## config.mk

```make
export PLATFORM = sky130hd
export DESIGN_NAME = sync_cnt_bank
export DESIGN_NICKNAME = d
export VERILOG_FILES = /design/src/rtl/sync_cnt_pkg.sv /design/src/rtl/sync_cnt_cfg.sv /design/src/rtl/sync_cnt_unit.sv /design/src/rtl/sync_wave_gen.sv /design/src/rtl/sync_cnt_bank.sv
export SDC_FILE = /design/constraint.sdc
export NUM_CORES = 2
export LEC_CHECK = 0
export BUFFER_PORTS_ARGS = -buffer_cell sky130_fd_sc_hd__buf_2
export CAP_MARGIN = 15
export CORE_MARGIN = 2
export CORE_UTILIZATION = 64
export CTS_CLUSTER_DIAMETER = 60
export DETAILED_ROUTE_END_ITERATION = 10
export GPL_ROUTABILITY_DRIVEN = 0
export PLACE_DENSITY = 0.81
export RECOVER_POWER = 100
export SKIP_LAST_GASP = 1
export SYNTH_ARGS = -nofsm -noshare
export SYNTH_HDL_FRONTEND = slang
export SYNTH_HIERARCHICAL = 1
export SYNTH_SLANG_ARGS = --single-unit
```

## constraint.sdc

```tcl
create_clock -name clk_i -period 2.9 [get_ports clk_i]
set_input_delay 0.145 -clock clk_i [delete_from_list [all_inputs] [get_ports clk_i]]
set_output_delay 0.145 -clock clk_i [all_outputs]
set_load 0.02 [all_outputs]
```

## src/rtl/sync_cnt_pkg.sv

```systemverilog
package sync_cnt_pkg;
  localparam int CNT_W  = 12;
  localparam int SRC_W  = 3;
  localparam int EDGE_W = 9;

  typedef enum logic [1:0] {ST_IDLE, ST_OFFS, ST_RUN} cnt_st_e;

  typedef struct packed {
    logic [CNT_W-1:0]  run_cnt;
    logic [SRC_W-1:0]  run_src;
    logic [CNT_W-1:0]  off_cnt;
    logic [SRC_W-1:0]  off_src;
    logic [CNT_W-1:0]  rep_cnt;
    logic [SRC_W-1:0]  clr_src;
    logic              pol_en;
    logic [EDGE_W-1:0] up;
    logic [EDGE_W-1:0] dn;
  } cnt_cfg_t;
endpackage

```

## src/rtl/sync_cnt_cfg.sv

```systemverilog
module sync_cnt_cfg
  import sync_cnt_pkg::*;
#(
  parameter int NUM_CNT = 8,
  parameter int ADDR_W  = 5
) (
  input  logic                      clk_i,
  input  logic                      rst_ni,
  input  logic                      we_i,
  input  logic [ADDR_W-1:0]         waddr_i,
  input  logic [31:0]               wdata_i,
  output cnt_cfg_t [NUM_CNT-1:0]    cfg_o
);
  localparam int C1_BASE  = NUM_CNT;
  localparam int REP_BASE = 2 * NUM_CNT;

  logic unused_bits;
  assign unused_bits = ^{wdata_i[31:28], wdata_i[15:9]};

  for (genvar k = 0; k < NUM_CNT; k++) begin : g_cfg
    localparam int HB = (k % 2) * 16;
    localparam int RW = REP_BASE + k / 2;
    always_ff @(posedge clk_i or negedge rst_ni) begin
      if (!rst_ni) begin
        cfg_o[k] <= '0;
      end else if (we_i) begin
        if (waddr_i == ADDR_W'(k)) begin
          cfg_o[k].run_cnt <= wdata_i[30:19];
          cfg_o[k].run_src <= wdata_i[18:16];
          cfg_o[k].off_cnt <= wdata_i[14:3];
          cfg_o[k].off_src <= wdata_i[2:0];
        end
        if (waddr_i == ADDR_W'(C1_BASE + k)) begin
          cfg_o[k].pol_en  <= wdata_i[29];
          cfg_o[k].clr_src <= wdata_i[27:25];
          cfg_o[k].dn      <= wdata_i[24:16];
          cfg_o[k].up      <= wdata_i[8:0];
        end
        if (waddr_i == ADDR_W'(RW)) begin
          cfg_o[k].rep_cnt <= wdata_i[HB +: CNT_W];
        end
      end
    end
  end
endmodule

```

## src/rtl/sync_cnt_unit.sv

```systemverilog
module sync_cnt_unit
  import sync_cnt_pkg::*;
#(
  parameter int NUM_CNT = 8
) (
  input  logic               clk_i,
  input  logic               rst_ni,
  input  logic               en_i,
  input  logic               start_i,
  input  logic               pix_i,
  input  logic [NUM_CNT-1:0] pulses_i,
  input  cnt_cfg_t           cfg_i,
  output logic               pulse_o
);
  cnt_st_e          st_q;
  logic [CNT_W-1:0] off_q, run_q, rep_q;
  logic             forever_q;
  logic             run_hit, off_hit, clr_hit;

  function automatic logic pick(input logic [SRC_W-1:0] code, input logic pix,
                                input logic [NUM_CNT-1:0] pv);
    logic r;
    r = (code == SRC_W'(1)) & pix;
    for (int j = 0; j < NUM_CNT; j++) begin
      if (int'(code) == j + 2) r = pv[j];
    end
    return r;
  endfunction

  assign run_hit = pick(cfg_i.run_src, pix_i, pulses_i);
  assign off_hit = pick(cfg_i.off_src, pix_i, pulses_i);
  assign clr_hit = (cfg_i.clr_src == '0) ? start_i : pick(cfg_i.clr_src, pix_i, pulses_i);

  always_ff @(posedge clk_i or negedge rst_ni) begin
    if (!rst_ni) begin
      st_q      <= ST_IDLE;
      off_q     <= '0;
      run_q     <= '0;
      rep_q     <= '0;
      forever_q <= 1'b0;
      pulse_o   <= 1'b0;
    end else if (!en_i) begin
      st_q    <= ST_IDLE;
      pulse_o <= 1'b0;
    end else begin
      pulse_o <= 1'b0;
      if (clr_hit) begin
        off_q     <= cfg_i.off_cnt;
        run_q     <= cfg_i.run_cnt;
        rep_q     <= cfg_i.rep_cnt;
        forever_q <= (cfg_i.rep_cnt == '0);
        st_q      <= (cfg_i.off_cnt == '0) ? ST_RUN : ST_OFFS;
      end else begin
        unique case (st_q)
          ST_OFFS: if (off_hit) begin
            if (off_q == CNT_W'(1)) st_q <= ST_RUN;
            off_q <= off_q - CNT_W'(1);
          end
          ST_RUN: if (run_hit) begin
            if (run_q == '0) begin
              pulse_o <= 1'b1;
              run_q   <= cfg_i.run_cnt;
              if (!forever_q) begin
                if (rep_q == CNT_W'(1)) st_q <= ST_IDLE;
                rep_q <= rep_q - CNT_W'(1);
              end
            end else begin
              run_q <= run_q - CNT_W'(1);
            end
          end
          default: ;
        endcase
      end
    end
  end
endmodule

```

## src/rtl/sync_wave_gen.sv

```systemverilog
module sync_wave_gen
  import sync_cnt_pkg::*;
(
  input  logic              clk_i,
  input  logic              rst_ni,
  input  logic              en_i,
  input  logic              trig_i,
  input  logic              pol_en_i,
  input  logic [EDGE_W-1:0] up_i,
  input  logic [EDGE_W-1:0] dn_i,
  output logic              wave_o
);
  logic              act_q;
  logic [EDGE_W-1:0] t_q;

  always_ff @(posedge clk_i or negedge rst_ni) begin
    if (!rst_ni) begin
      act_q <= 1'b0;
      t_q   <= '0;
    end else if (!en_i) begin
      act_q <= 1'b0;
      t_q   <= '0;
    end else if (trig_i && pol_en_i) begin
      act_q <= 1'b1;
      t_q   <= '0;
    end else if (act_q) begin
      if (t_q >= dn_i) act_q <= 1'b0;
      else             t_q   <= t_q + EDGE_W'(1);
    end
  end

  assign wave_o = act_q && (t_q >= up_i) && (t_q < dn_i);
endmodule

```

## src/rtl/sync_cnt_bank.sv

```systemverilog
module sync_cnt_bank
  import sync_cnt_pkg::*;
#(
  parameter  int NUM_CNT = 8,
  localparam int ADDR_W  = $clog2(2 * NUM_CNT + (NUM_CNT + 1) / 2)
) (
  input  logic               clk_i,
  input  logic               rst_ni,
  input  logic               en_i,
  input  logic               pix_ph_i,
  input  logic               we_i,
  input  logic [ADDR_W-1:0]  waddr_i,
  input  logic [31:0]        wdata_i,
  output logic [NUM_CNT-1:0] pulse_o,
  output logic [NUM_CNT-1:0] wave_o
);
  cnt_cfg_t [NUM_CNT-1:0] cfg;
  logic [NUM_CNT-1:0]     pulse_vec;
  logic [NUM_CNT-1:0]     dn_zero;
  logic                   en_q, start, pix_evt;

  always_ff @(posedge clk_i or negedge rst_ni) begin
    if (!rst_ni) en_q <= 1'b0;
    else         en_q <= en_i;
  end

  assign start   = en_i & ~en_q;
  assign pix_evt = en_i & pix_ph_i;

  sync_cnt_cfg #(.NUM_CNT(NUM_CNT), .ADDR_W(ADDR_W)) u_cfg (
    .clk_i(clk_i), .rst_ni(rst_ni), .we_i(we_i),
    .waddr_i(waddr_i), .wdata_i(wdata_i), .cfg_o(cfg)
  );

  for (genvar k = 0; k < NUM_CNT; k++) begin : g_ch
    sync_cnt_unit #(.NUM_CNT(NUM_CNT)) u_cnt (
      .clk_i(clk_i), .rst_ni(rst_ni), .en_i(en_i), .start_i(start),
      .pix_i(pix_evt), .pulses_i(pulse_vec), .cfg_i(cfg[k]),
      .pulse_o(pulse_vec[k])
    );
    sync_wave_gen u_wave (
      .clk_i(clk_i), .rst_ni(rst_ni), .en_i(en_i), .trig_i(pulse_vec[k]),
      .pol_en_i(cfg[k].pol_en), .up_i(cfg[k].up), .dn_i(cfg[k].dn),
      .wave_o(wave_o[k])
    );
    assign dn_zero[k] = (cfg[k].dn == '0);
  end

  assign pulse_o = pulse_vec;
endmodule

```

==> reports/qor.csv <==
stage,metric,value,unit
run_status,status,finished with violations,
run_status,failed_checks,"max-capacitance violations, max-slew violations",
yosys,synth_cells,4835,
die,row_count,102,
setup_path,crit_path_frequent_cell,nor2_1,
layout,finalNonFillerCells,6026,
yosys,synth.yosys.warnings,6,
die,die_h,284,um
route,drt_iter0_drc,4384,
setup_path,cp_cell_sequence,buf_12 > mux4_2 > mux2i_1 > nor2_1 > nor2_1 > clkbuf_2 > o2bb2ai_1,
setup_path,crit_path_start,g_ch[5].u_cnt/pulse_o,
die,die_width,284,um
layout,fin_util,0.712,
die,die_area,0.0808,sq mm
route,vias,40749,
clock_tree,ctsLongestPathBuffers,3,
setup_path,path_class,reg -> reg,
global_routing,first_global_vias,39734,
yosys,synth_cell_types,87,
setup_path,startpoint_type,flip-flop,
timing,fin_crit_sh,0.986,
global_routing,grt_pass1_wl,217,mm
route,vias_per_cell,6.76,
timing,finalCriticalPeriod,2.86,ns
layout,fin_nets,5154,
clock_tree,cts_sinks,913,
clock_tree,cts.clk_slew.worst_paths,0.07,ns
clock_tree,cts.htree.levels,3,
pwr,ir_drop,589,uV
pwr,power_density,797,mW/mm^2
setup_path,worstSetupEndpoint,g_ch[3].u_cnt/rep_q[5],
setup_path,required,3.45,ns
die,core_area,0.0776,sq mm
setup_path,max_stage_delay,0.60,ns
global_routing,gr-total-overflow,0,
setup_path,rrSetupSlack,0.04,ns
yosys,synth.area.top_cells,"dfrtp_1, mux2_2, ha_1",
route,ant_nets,0,
timing,drv_slew,401,
setup_path,r2r-start,g_ch[5].u_cnt/pulse_o,
timing,hold_viol_final,0,
timing,hold_slack,0.0702,ns
global_routing,antenna_found_initial,24,
timing,tightest_slew,2.01,ns
timing,setup_viol,0,
placement,pre_cts_slack,0.133,ns
yosys,synthesis.area,0.0503,sq mm
setup_path,critical_path_arrival,3.41,ns
route,drt_drc_violations_left,0,
yosys,synth_top_area_share,0.455,
placement,dp.cells,5826,
die,ioPinCount,58,
timing,setup_slack,0.0394,ns
clock_tree,root_buffer,clkbuf_16,
yosys,yosys.area.top_type,dfrtp_1,
flow_run,drv_cap,16,
setup_path,endpoint_kind,flip-flop,
placement,hpwlAfterDp,85.0,mm
pwr,p_leak,24.1,nW
yosys,yosysSeqAreaShare,0.455,
timing,relSlewSlack,-0.340,
clock_tree,cts_post_setup_buffers_inserted,0,
layout,areaGrowthSynthToFinish,9.88,%
route,wl_per_cell,22.7,um
timing,timing.fmax,350,MHz
route,drtPass1Iterations,6,
global_routing,grt_max_degree,109,
timing,setup_tns,0,ns
yosys,ys.flop_type,dfrtp_1,
clock_tree,cts_buffers,99,
timing,rsz0062_at_grt,false,
clock_tree,clkLatencyLatePin,0.68,ns
setup_path,cpMaxStageDelayCell,mux2i_1,
layout,drive_gt1_frac,0.191,
yosys,synth_edf_count,0,
yosys,async_flop_share,1.00,
global_routing,grtUsageTotal,0.334,
clock_tree,cts_tree,built,
placement,place.port_buffers,55,
setup_path,crit_fanout,19,
yosys,avgSynthCellArea,10.4,sq um
setup_path,r2r_cells,7,
die,initial_utilization,0.648,
yosys,syn-num-nets,5093,
route,routed_wl,137,mm
yosys,ys_seq_elements,913,
setup_path,reg2reg_to,g_ch[3].u_cnt/rep_q[5],
timing,skew,0.0309,ns
hold_path,hold_class,in -> reg,
==> cell type report <==
cell class | count | area (sq um)
antenna | 10 | 25.0
clock buffer | 139 | 2830
clock inverter | 42 | 498
fill | 5575 | 22400
inverter | 297 | 1110
multi-input combinational | 3377 | 25100
sequential | 913 | 22800
tap | 1040 | 1300
timing repair buffer | 208 | 1470
==> where the power goes <==
group / switching (W) / internal [W] / leakage, nW / total [W]
combinational: 0.00628 / 0.00526 / 10.8 / 0.0115
clock: 0.00535 / 0.00762 / 1.63 / 0.0130
sequential: 0.00344 / 0.0161 / 11.7 / 0.0195
==> through the flow <==
stage / power (W) / cell area [sq um]
floorplan: 0.0274 / 50300
global placement: 0.0302 / 52200
detailed placement: 0.0309 / 52200
CTS: 0.0440 / 55600
global route: 0.0464 / 55200
finish: 0.0440 / 55200
==> registers in the layout, summed over array words and instances, names as in the netlist <==
signal and count:
g_ch.u_wave/act_q 8, g_ch.u_cnt/run_q 96, g_ch.u_cnt/pulse_o 8, g_ch.u_wave/t_q 72
g_ch.u_cnt/st_q 16, u_cfg/cfg_o 512, g_ch.u_cnt/forever_q 8, g_ch.u_cnt/rep_q 96
en_q 1, g_ch.u_cnt/off_q 96
==> worst min-delay path by stage <==
stage	start	to	slack, ns	cells after the start
after CTS	waddr_i[1]	u_cfg/cfg_o[341]	0.0008	3
final	wdata_i[14]	u_cfg/cfg_o[112]	0.07	2
after global routing	wdata_i[14]	u_cfg/cfg_o[112]	0.06	2
after detailed placement	rst_ni	g_ch[1].u_wave/t_q[0]	0.09	1
after floorplan	rst_ni	en_q	-0.15	0
after global placement	rst_ni	g_ch[1].u_wave/t_q[0]	0.08	1
==> kinds of logic after synthesis <==
| kind of cell | count (synthesis) | share of synthesized area |
|---|---|---|
| AOI/OAI and AO/OA | 1248 | 0.160 |
| xor gates and xnor gates | 16 | 0.00279 |
| adders and majority gates | 216 | 0.0538 |
| buffers and inverters | 545 | 0.0435 |
| DFF | 913 | 0.455 |
| muxes | 643 | 0.148 |
| and+or+nand+nor | 1254 | 0.137 |
==> layer usage <==
layer  vias up  part of all wire  routed length (um)  track usage
met5         -           0.00056                  76            0
met4        12             0.055                7470        0.181
met3       452             0.090               12300       0.0575
met2      1868              0.46               62800        0.521
met1     20197              0.40               54100        0.448
li1      18220                 -                   -            -
==> synthesized netlist by cell type, drive strengths merged (63+ instances only) <==
cell type / count
dfrtp: 913
mux2: 565
o21ai: 460
inv: 296
a21oi: 269
ha: 216
nand2: 215
nor2: 201
clkbuf: 165
nor4: 154
nor3: 153
nand3: 149
buf: 83
o2bb2ai: 72
o22ai: 63
==> critical path: cells and delay by family (launching register included) <==
family | cells | cell delay, ns
buffers and inverters | 2 | 0.42
multiplexers | 2 | 1.08
AO/OA/AOI/OAI | 1 | 0.10
flip-flops | 1 | 0.47
AND/OR/NAND/NOR | 2 | 0.64
==> cell usage in the layout (no fill, tap or decap), types with 25 or more instances in the layout <==
master / n
a21oi_1: 269
o22ai_1: 63
o21ai_0: 445
or4_1: 42
nor3_1: 152
nor2_1: 200
o31ai_1: 25
clkbuf_2: 29
dfrtp_1: 912
ha_1: 215
a211oi_1: 37
nand4_1: 60
a22oi_1: 52
or3_1: 61
nor2b_1: 35
buf_4: 58
mux2i_1: 50
clkbuf_1: 72
o2bb2ai_1: 72
buf_2: 42
clkbuf_16: 100
mux4_2: 25
inv_1: 296
nor4_1: 150
mux2_2: 511
nand2b_1: 28
a2bb2oi_1: 50
mux2_1: 54
nand2_1: 215
nand3_1: 149
==> timing repair <==
action,in CTS,in global routing
hold buffers,4,0
hold endpoints to repair,535,0
pin swaps,0,3
gates resized for setup,2,9
setup endpoints to repair,1,8
Note: power is estimated with default switching activity, not from simulation.
